`src/rtl/opf_pkg.sv`:
```
package opf_pkg;

  typedef enum logic [2:0] {
    S_T1   = 3'd0,
    S_T2   = 3'd1,
    S_T3   = 3'd2,
    S_T4   = 3'd3,
    S_HALT = 3'd4,
    S_ACK1 = 3'd5,
    S_ACK2 = 3'd6
  } seq_state_t;

  localparam logic [1:0] STAT_FETCH = 2'd0;
  localparam logic [1:0] STAT_HALT  = 2'd1;
  localparam logic [1:0] STAT_INTA  = 2'd2;

  // Bus status code seen by the outside world for a sequencer state.
  function automatic logic [1:0] fn_status(input seq_state_t s);
    logic [1:0] r;
    case (s)
      S_HALT:         r = STAT_HALT;
      S_ACK1, S_ACK2: r = STAT_INTA;
      default:        r = STAT_FETCH;
    endcase
    return r;
  endfunction

endpackage

```
`src/rtl/opf_incr.sv`:
```
// Dedicated program-counter incrementer: bit i toggles when all lower bits are 1.
module opf_incr #(
  parameter int W = 16
) (
  input  logic [W-1:0] a,
  output logic [W-1:0] y
);

  genvar i;
  generate
    for (i = 0; i < W; i++) begin : g_bit
      if (i == 0) begin : g_lsb
        assign y[0] = ~a[0];
      end else begin : g_upper
        assign y[i] = a[i] ^ (&a[i-1:0]);
      end
    end
  endgenerate

endmodule

```
`src/rtl/opf_ctrl.sv`:
```
module opf_ctrl
  import opf_pkg::*;
#(
  parameter int          DW      = 8,
  parameter logic [DW-1:0] OP_HALT = 8'h7E,
  parameter logic [DW-1:0] OP_RET  = 8'hA5
) (
  input  logic          clk,
  input  logic          rst_n,
  input  logic [DW-1:0] ir,
  input  logic          irq,
  input  logic          ie,
  output seq_state_t    state,
  output logic          ev_t1,
  output logic          ev_rd,
  output logic          ev_inc,
  output logic          ev_ir_load,
  output logic          ev_ret,
  output logic          ev_push_hi,
  output logic          ev_push_lo
);

  seq_state_t state_q, state_d;
  logic       dec_halt;
  logic       int_ok;
  logic       ev_take_int;

  assign dec_halt    = (state_q == S_T4) && (ir == OP_HALT);
  assign int_ok      = irq && ie;
  assign ev_take_int = int_ok &&
                       (((state_q == S_T4) && !dec_halt) || (state_q == S_HALT));

  assign ev_t1      = (state_q == S_T1);
  assign ev_rd      = (state_q == S_T2);
  assign ev_inc     = (state_q == S_T2);
  assign ev_ir_load = (state_q == S_T3);
  assign ev_ret     = (state_q == S_T4) && (ir == OP_RET);
  assign ev_push_hi = (state_q == S_ACK1);
  assign ev_push_lo = (state_q == S_ACK2);

  always_comb begin
    state_d = state_q;
    case (state_q)
      S_T1:   state_d = S_T2;
      S_T2:   state_d = S_T3;
      S_T3:   state_d = S_T4;
      S_T4: begin
        if (dec_halt)         state_d = S_HALT;
        else if (ev_take_int) state_d = S_ACK1;
        else                  state_d = S_T1;
      end
      S_HALT: state_d = ev_take_int ? S_ACK1 : S_HALT;
      S_ACK1: state_d = S_ACK2;
      S_ACK2: state_d = S_T1;
      default: state_d = S_T1;
    endcase
  end

  always_ff @(posedge clk) begin
    if (!rst_n) state_q <= S_T1;
    else        state_q <= state_d;
  end

  assign state = state_q;

  // Decode is reached only through the last fetch state.
  assert_decode_after_fetch_R5: assert property (@(posedge clk) disable iff (!rst_n)
    (state_q == S_T4) |-> ($past(state_q) == S_T3));

  // Halt is left only toward interrupt acknowledge.
  assert_halt_exit_R6: assert property (@(posedge clk) disable iff (!rst_n)
    (state_q == S_HALT) |=> ((state_q == S_HALT) || (state_q == S_ACK1)));

  // With the enable low the halt state holds.
  assert_halt_holds_R7: assert property (@(posedge clk) disable iff (!rst_n)
    ((state_q == S_HALT) && !ie) |=> (state_q == S_HALT));

  // Fetch states never see an acknowledge start; it only follows decode or halt.
  assert_sample_point_R10: assert property (@(posedge clk) disable iff (!rst_n)
    (state_q == S_ACK1) |-> (($past(state_q) == S_T4) || ($past(state_q) == S_HALT)));

endmodule

```
`src/rtl/opf_stack.sv`:
```
module opf_stack #(
  parameter int            AW       = 16,
  parameter int            DW       = 8,
  parameter logic [AW-1:0] SP_RESET = 16'h00F0
) (
  input  logic          clk,
  input  logic          rst_n,
  input  logic [AW-1:0] pc,
  input  logic          push_hi,
  input  logic          push_lo,
  input  logic          pop,
  output logic          stk_we,
  output logic [AW-1:0] stk_addr,
  output logic [DW-1:0] stk_wdata,
  output logic [AW-1:0] ret_addr
);

  localparam logic [AW-1:0] ONE = AW'(1);
  localparam logic [AW-1:0] TWO = AW'(2);

  logic [AW-1:0] sp_q;
  logic [AW-1:0] ret_q;

  assign stk_we    = push_hi || push_lo;
  assign stk_addr  = push_hi ? (sp_q - ONE) : (sp_q - TWO);
  assign stk_wdata = push_hi ? pc[AW-1 -: DW] : pc[DW-1:0];
  assign ret_addr  = ret_q;

  always_ff @(posedge clk) begin
    if (!rst_n) begin
      sp_q  <= SP_RESET;
      ret_q <= '0;
    end else if (push_lo) begin
      sp_q  <= sp_q - TWO;
      ret_q <= pc;
    end else if (pop) begin
      sp_q  <= sp_q + TWO;
    end
  end

  // High byte write is always followed by the low byte write.
  assert_push_pair_R8: assert property (@(posedge clk) disable iff (!rst_n)
    push_hi |=> push_lo);

  // Low byte lands one address below the high byte.
  assert_push_order_R8: assert property (@(posedge clk) disable iff (!rst_n)
    push_lo |-> (stk_addr == $past(stk_addr) - ONE));

  // Return address stays put between the two writes.
  assert_push_stable_pc_R8: assert property (@(posedge clk) disable iff (!rst_n)
    push_lo |-> $stable(pc));

endmodule

```
`src/rtl/opfetch_seq.sv`:
```
module opfetch_seq
  import opf_pkg::*;
#(
  parameter int            AW       = 16,
  parameter int            DW       = 8,
  parameter logic [AW-1:0] VECTOR   = 16'h0038,
  parameter logic [AW-1:0] SP_RESET = 16'h00F0,
  parameter logic [DW-1:0] OP_HALT  = 8'h7E,
  parameter logic [DW-1:0] OP_RET   = 8'hA5
) (
  input  logic          clk,
  input  logic          rst_n,
  input  logic [DW-1:0] mem_rdata,
  input  logic          irq,
  input  logic          irq_en,
  output logic [AW-1:0] mem_addr,
  output logic          mem_rd,
  output logic          stk_we,
  output logic [AW-1:0] stk_addr,
  output logic [DW-1:0] stk_wdata,
  output logic [DW-1:0] ir,
  output logic [AW-1:0] pc,
  output logic [1:0]    status
);

  seq_state_t    state;
  logic          ev_t1, ev_rd, ev_inc, ev_ir_load, ev_ret, ev_push_hi, ev_push_lo;
  logic [AW-1:0] pc_q, pc_next_seq, addr_q, ret_addr;
  logic [DW-1:0] ir_q;
  logic          ie_q;

  opf_ctrl #(.DW(DW), .OP_HALT(OP_HALT), .OP_RET(OP_RET)) u_ctrl (
    .clk(clk), .rst_n(rst_n), .ir(ir_q), .irq(irq), .ie(ie_q),
    .state(state), .ev_t1(ev_t1), .ev_rd(ev_rd), .ev_inc(ev_inc),
    .ev_ir_load(ev_ir_load), .ev_ret(ev_ret),
    .ev_push_hi(ev_push_hi), .ev_push_lo(ev_push_lo)
  );

  opf_incr #(.W(AW)) u_incr (.a(pc_q), .y(pc_next_seq));

  opf_stack #(.AW(AW), .DW(DW), .SP_RESET(SP_RESET)) u_stack (
    .clk(clk), .rst_n(rst_n), .pc(pc_q),
    .push_hi(ev_push_hi), .push_lo(ev_push_lo), .pop(ev_ret),
    .stk_we(stk_we), .stk_addr(stk_addr), .stk_wdata(stk_wdata),
    .ret_addr(ret_addr)
  );

  always_ff @(posedge clk) begin
    if (!rst_n) begin
      pc_q   <= '0;
      addr_q <= '0;
      ir_q   <= '0;
      ie_q   <= 1'b0;
    end else begin
      ie_q <= irq_en;
      if (ev_t1)      addr_q <= pc_q;
      if (ev_ir_load) ir_q   <= mem_rdata;
      if (ev_inc)          pc_q <= pc_next_seq;
      else if (ev_push_lo) pc_q <= VECTOR;
      else if (ev_ret)     pc_q <= ret_addr;
    end
  end

  assign mem_addr = addr_q;
  assign mem_rd   = ev_rd;
  assign ir       = ir_q;
  assign pc       = pc_q;
  assign status   = fn_status(state);

  // Counter runs one ahead of the address buffer before decode.
  assert_pc_ahead_R4: assert property (@(posedge clk) disable iff (!rst_n)
    (state == S_T3) |-> (pc_q == addr_q + AW'(1)));

  // Instruction register holds the byte the memory returned in the third state.
  assert_ir_capture_R3: assert property (@(posedge clk) disable iff (!rst_n)
    (state == S_T4) |-> (ir_q == $past(mem_rdata)));

  // No memory read while halted.
  assert_no_read_halted_R6: assert property (@(posedge clk) disable iff (!rst_n)
    (status == STAT_HALT) |-> !mem_rd);

  // After the second stack write the fetch restarts at the vector.
  assert_vector_R9: assert property (@(posedge clk) disable iff (!rst_n)
    ev_push_lo |=> (pc_q == VECTOR));

endmodule

```
`config.mk`:
```
export PLATFORM = sky130hd
export DESIGN_NAME = opfetch_seq
export DESIGN_NICKNAME = d
export VERILOG_FILES = /design/src/rtl/opf_pkg.sv /design/src/rtl/opf_incr.sv /design/src/rtl/opf_ctrl.sv /design/src/rtl/opf_stack.sv /design/src/rtl/opfetch_seq.sv
export SDC_FILE = /design/constraint.sdc
export NUM_CORES = 1
export LEC_CHECK = 0
export ABC_CLOCK_PERIOD_IN_PS = 3910
export CORE_MARGIN = 5
export CORE_UTILIZATION = 30
export CTS_BUF_LIST = sky130_fd_sc_hd__clkbuf_4
export DETAILED_ROUTE_END_ITERATION = 8
export DONT_BUFFER_PORTS = 1
export REMOVE_ABC_BUFFERS = 1
export SLEW_MARGIN = 20
export SYNTH_ARGS = -nofsm -noshare
export SYNTH_HDL_FRONTEND = slang
export SYNTH_HIERARCHICAL = 1
export SYNTH_SLANG_ARGS = --single-unit
export TNS_END_PERCENT = 5
```
`constraint.sdc`:
```
create_clock -name clk -period 3.91 [get_ports clk]
set_clock_uncertainty 0.1 [all_clocks]
set_input_delay 0.1955 -clock clk [delete_from_list [all_inputs] [get_ports clk]]
set_output_delay 0.1955 -clock clk [all_outputs]
set_load 0.05 [all_outputs]
```
==> reports/metrics.csv <==
stage,metric,value,unit
worst_setup_path,worstSetupPathType,flop to primary output,
clock_network,postCtsSetupRepairBufs,0,
placement,dp_hpwl,6700,µm
worst_setup_path,cp_num_buf_inv,0,
worst_setup_path,worst-path-max-fanout,9,
clock_network,cts_tree,done,
clock_network,clock_latency,0.44,ns
power,peakVddDrop,0.000221,V
timing,rsz0062_at_grt,no,
cells_and_area,stdcell_area,4410,µm²
die,fp.dieArea,15400,µm²
clock_network,numCtsBuffers,9,
worst_setup_path,worstPathRequired,3.61,ns
yosys,ys_top_cells_by_area,"dfxtp_1 38%, mux2i_1 13%, nand2_1 4.1%",
drt,drt_iter0_drc,143,
clock_network,cts_buffer_depth,2,
global_routing,grt-ovfl-total,0,
worst_setup_path,cpMaxStageDelayCell,xor2_1,
clock_network,post_cts_resize_count,0,
worst_setup_path,crit_family,simple AND/OR/NAND/NOR gates,
timing,maxSlewViolCount,0,
cells_and_area,area_delta_synth_final,12.6,%
timing,setup_viol,0,
job,cap_violations,0,
yosys,synthCells,445,
global_routing,grt_pass1_vias,2988,
placement,dp_slack,1.36,ns
yosys,synth_top_area_frac,0.384,
timing,hold_viol,0,
clock_network,h-tree-depth,3,
placement,dp.cells,601,
worst_setup_path,worstPathArrival,2.73,ns
global_routing,track_usage,0.129,
status,status,finished clean,
worst_setup_path,crit_chain,"or4_1, nor3_4, xor2_1",
yosys,yosys.area.top_type,dfxtp_1,
cells_and_area,n_antenna_cell,0,
yosys,ys_warn_count,6,
drt,viasPerCell,5.01,
worst_setup_path,critPathMaxStageDelay,0.82,ns
global_routing,grt_pass1_wl,16200,µm
timing,hold_ws,0.159,ns
yosys,ys_seq_elements,75,
placement,gp_congestion,0.780,
power,power_density,368,nW/µm²
drt,drc,0,
global_routing,grt_max_degree,64,
timing,fmax,331,MHz
yosys,postSynthAreaPerCell,8.79,µm²
clock_network,clkTransAtPathRegs,0.13,ns
worst_setup_path,critPathCaptureType,primary output,
drt,num_vias,3157,
drt,first_pass_iters,4,
die,die_x,124,µm
cells_and_area,fin_cells,630,
placement,port_buffers,0,
drt,avgRoutedWirePerCell,15.9,µm
die,die_h,124,µm
cells_and_area,drive_gt1_frac,0.127,
yosys,yosysSeqAreaShare,0.384,
power,leakage,1.62,nW
timing,finalSetupTns,0,ns
clock_network,cts.sinks,75,
hold_path,hold_class,input pin to flop,
cells_and_area,nNetsFinal,471,
timing,tightest_slew,1.09,ns
timing,relSlewSlack,0.272,
yosys,ys_types,50,
die,start_util,0.308,
yosys,synth_area,3910,µm²
timing,period_minus_slack,3.02,ns
global_routing,grt_antenna_before_repair,0,
worst_setup_path,start_kind,flop,
clock_network,cts_hold_buf,13,
clock_network,cts_root_buffer,clkbuf_4,
timing,period_share,0.773,
die,io_pins,80,
drt,wl,9990,µm
die,core_area,12700,µm²
placement,place_area,4120,µm²
timing,fin_ws,0.886,ns
drt,postRouteAntennaNets,0,
die,rows,41,
==> worst reg2reg max path, delay by kind of cell, from the launching register on <==
kind                      cells  cell delay [ns]
buffers and inverters         2             0.74
xor gates and xnor gates      1             0.14
and+or+nand+nor               3             1.03
AOI/OAI and AO/OA             1             0.24
DFF                           1             0.51
==> layer usage <==
| metal | vias up | share of wire | track usage | routed length (µm) |
|---|---|---|---|---|
| met1 | 1486 | 0.44 | 0.154 | 4400 |
| li1 | 1548 | - | - | - |
| met4 | 0 | 0.017 | 0.0451 | 170 |
| met5 | - | 0 | 0 | 0 |
| met3 | 15 | 0.072 | 0.0510 | 716 |
| met2 | 108 | 0.47 | 0.212 | 4710 |
==> where the power goes <==
| part | internal, mW | total, mW | switching (mW) |
|---|---|---|---|
| clock | 0.192 | 0.487 | 0.294 |
| sequential | 0.794 | 0.923 | 0.129 |
| combinational | 0.0763 | 0.212 | 0.136 |
| total | 1.06 | 1.62 | 0.559 |
==> area by class of cell <==
class                   count  area (µm²)
inverters                  14        52.6
multi-input cells         325        2240
flip-flops and latches     75        1500
repair buffers             28         260
clock buffers               9        67.6
fillers                  1350        8320
clock inverters             7        67.6
well taps                 172         215
==> stage by stage <==
step | utilization | power, mW
2_1_floorplan | - | 1.08
5_1_grt | 0.346 | 1.71
3_3_place_gp | 0.324 | 1.13
3_5_place_dp | 0.324 | 1.14
6_report | 0.346 | 1.62
4_1_cts | 0.346 | 1.66
==> path summary, 6_finish.rpt <==
check / slack [ns] / cells past startpoint / from / endpoint
hold / removal: 0.16 / 2 / rst_n / u_stack/ret_addr[11]$_SDFFE_PN0P_
setup reg to reg: 1.05 / 7 / u_ctrl/state[0]$_SDFF_PN0_ / u_stack/sp_q[5]$_SDFFE_PN1P_
hold reg to reg: 0.39 / 2 / u_stack/sp_q[15]$_SDFFE_PN0P_ / u_stack/sp_q[15]$_SDFFE_PN0P_
setup / recovery: 0.89 / 3 / u_stack/sp_q[4]$_SDFFE_PN1P_ / stk_addr[9]
==> synth_stat cells (all sizes together) <==
master   number
nor3b         4
o21a          1
mux2i        50
nand2        43
nor4b         1
and3          1
xnor2        15
a32o          1
or3           4
ha            6
nor2b        24
or2           1
o22ai         1
o21ai        36
mux2          9
inv          14
a21oi        19
a41oi         1
a211o         1
xor2         13
nor2         32
clkbuf       20
and2          2
buf          11
nand3b        2
nand4         6
a31oi         2
o2bb2ai       1
a32oi         4
nand3         9
dfxtp        75
nor4          9
nand2b       11
and2b         1
nor3         11
or4           2
a21bo         1
nand4b        1
==> cell usage in the layout (no fill, tap or decap), drive strengths merged, types with 13 or more instances in the layout <==
| master | count |
|---|---|
| buf | 16 |
| a21oi | 19 |
| o21ai | 36 |
| xor2 | 13 |
| nor2b | 24 |
| dfxtp | 75 |
| nor2 | 32 |
| xnor2 | 15 |
| mux2i | 50 |
| nand2 | 43 |
| inv | 15 |
==> kinds of logic after synthesis <==
| family | Yosys count | share of synthesized area |
|---|---|---|
| buf+inv | 45 | 0.0518 |
| simple gates | 164 | 0.230 |
| fa+ha+maj | 6 | 0.0192 |
| mux | 59 | 0.154 |
| xor+xnor | 28 | 0.0627 |
| flops | 75 | 0.384 |
| compound gates | 68 | 0.0988 |
==> sequential cells by signal, indices dropped and copies added, names as in the netlist <==
signal and count:
u_stack/sp_q 15, ir 8, u_ctrl/state 3, pc 16, mem_addr 16, u_stack/ret_addr 16, ie_q 1
(Power assumes the default switching activity.)
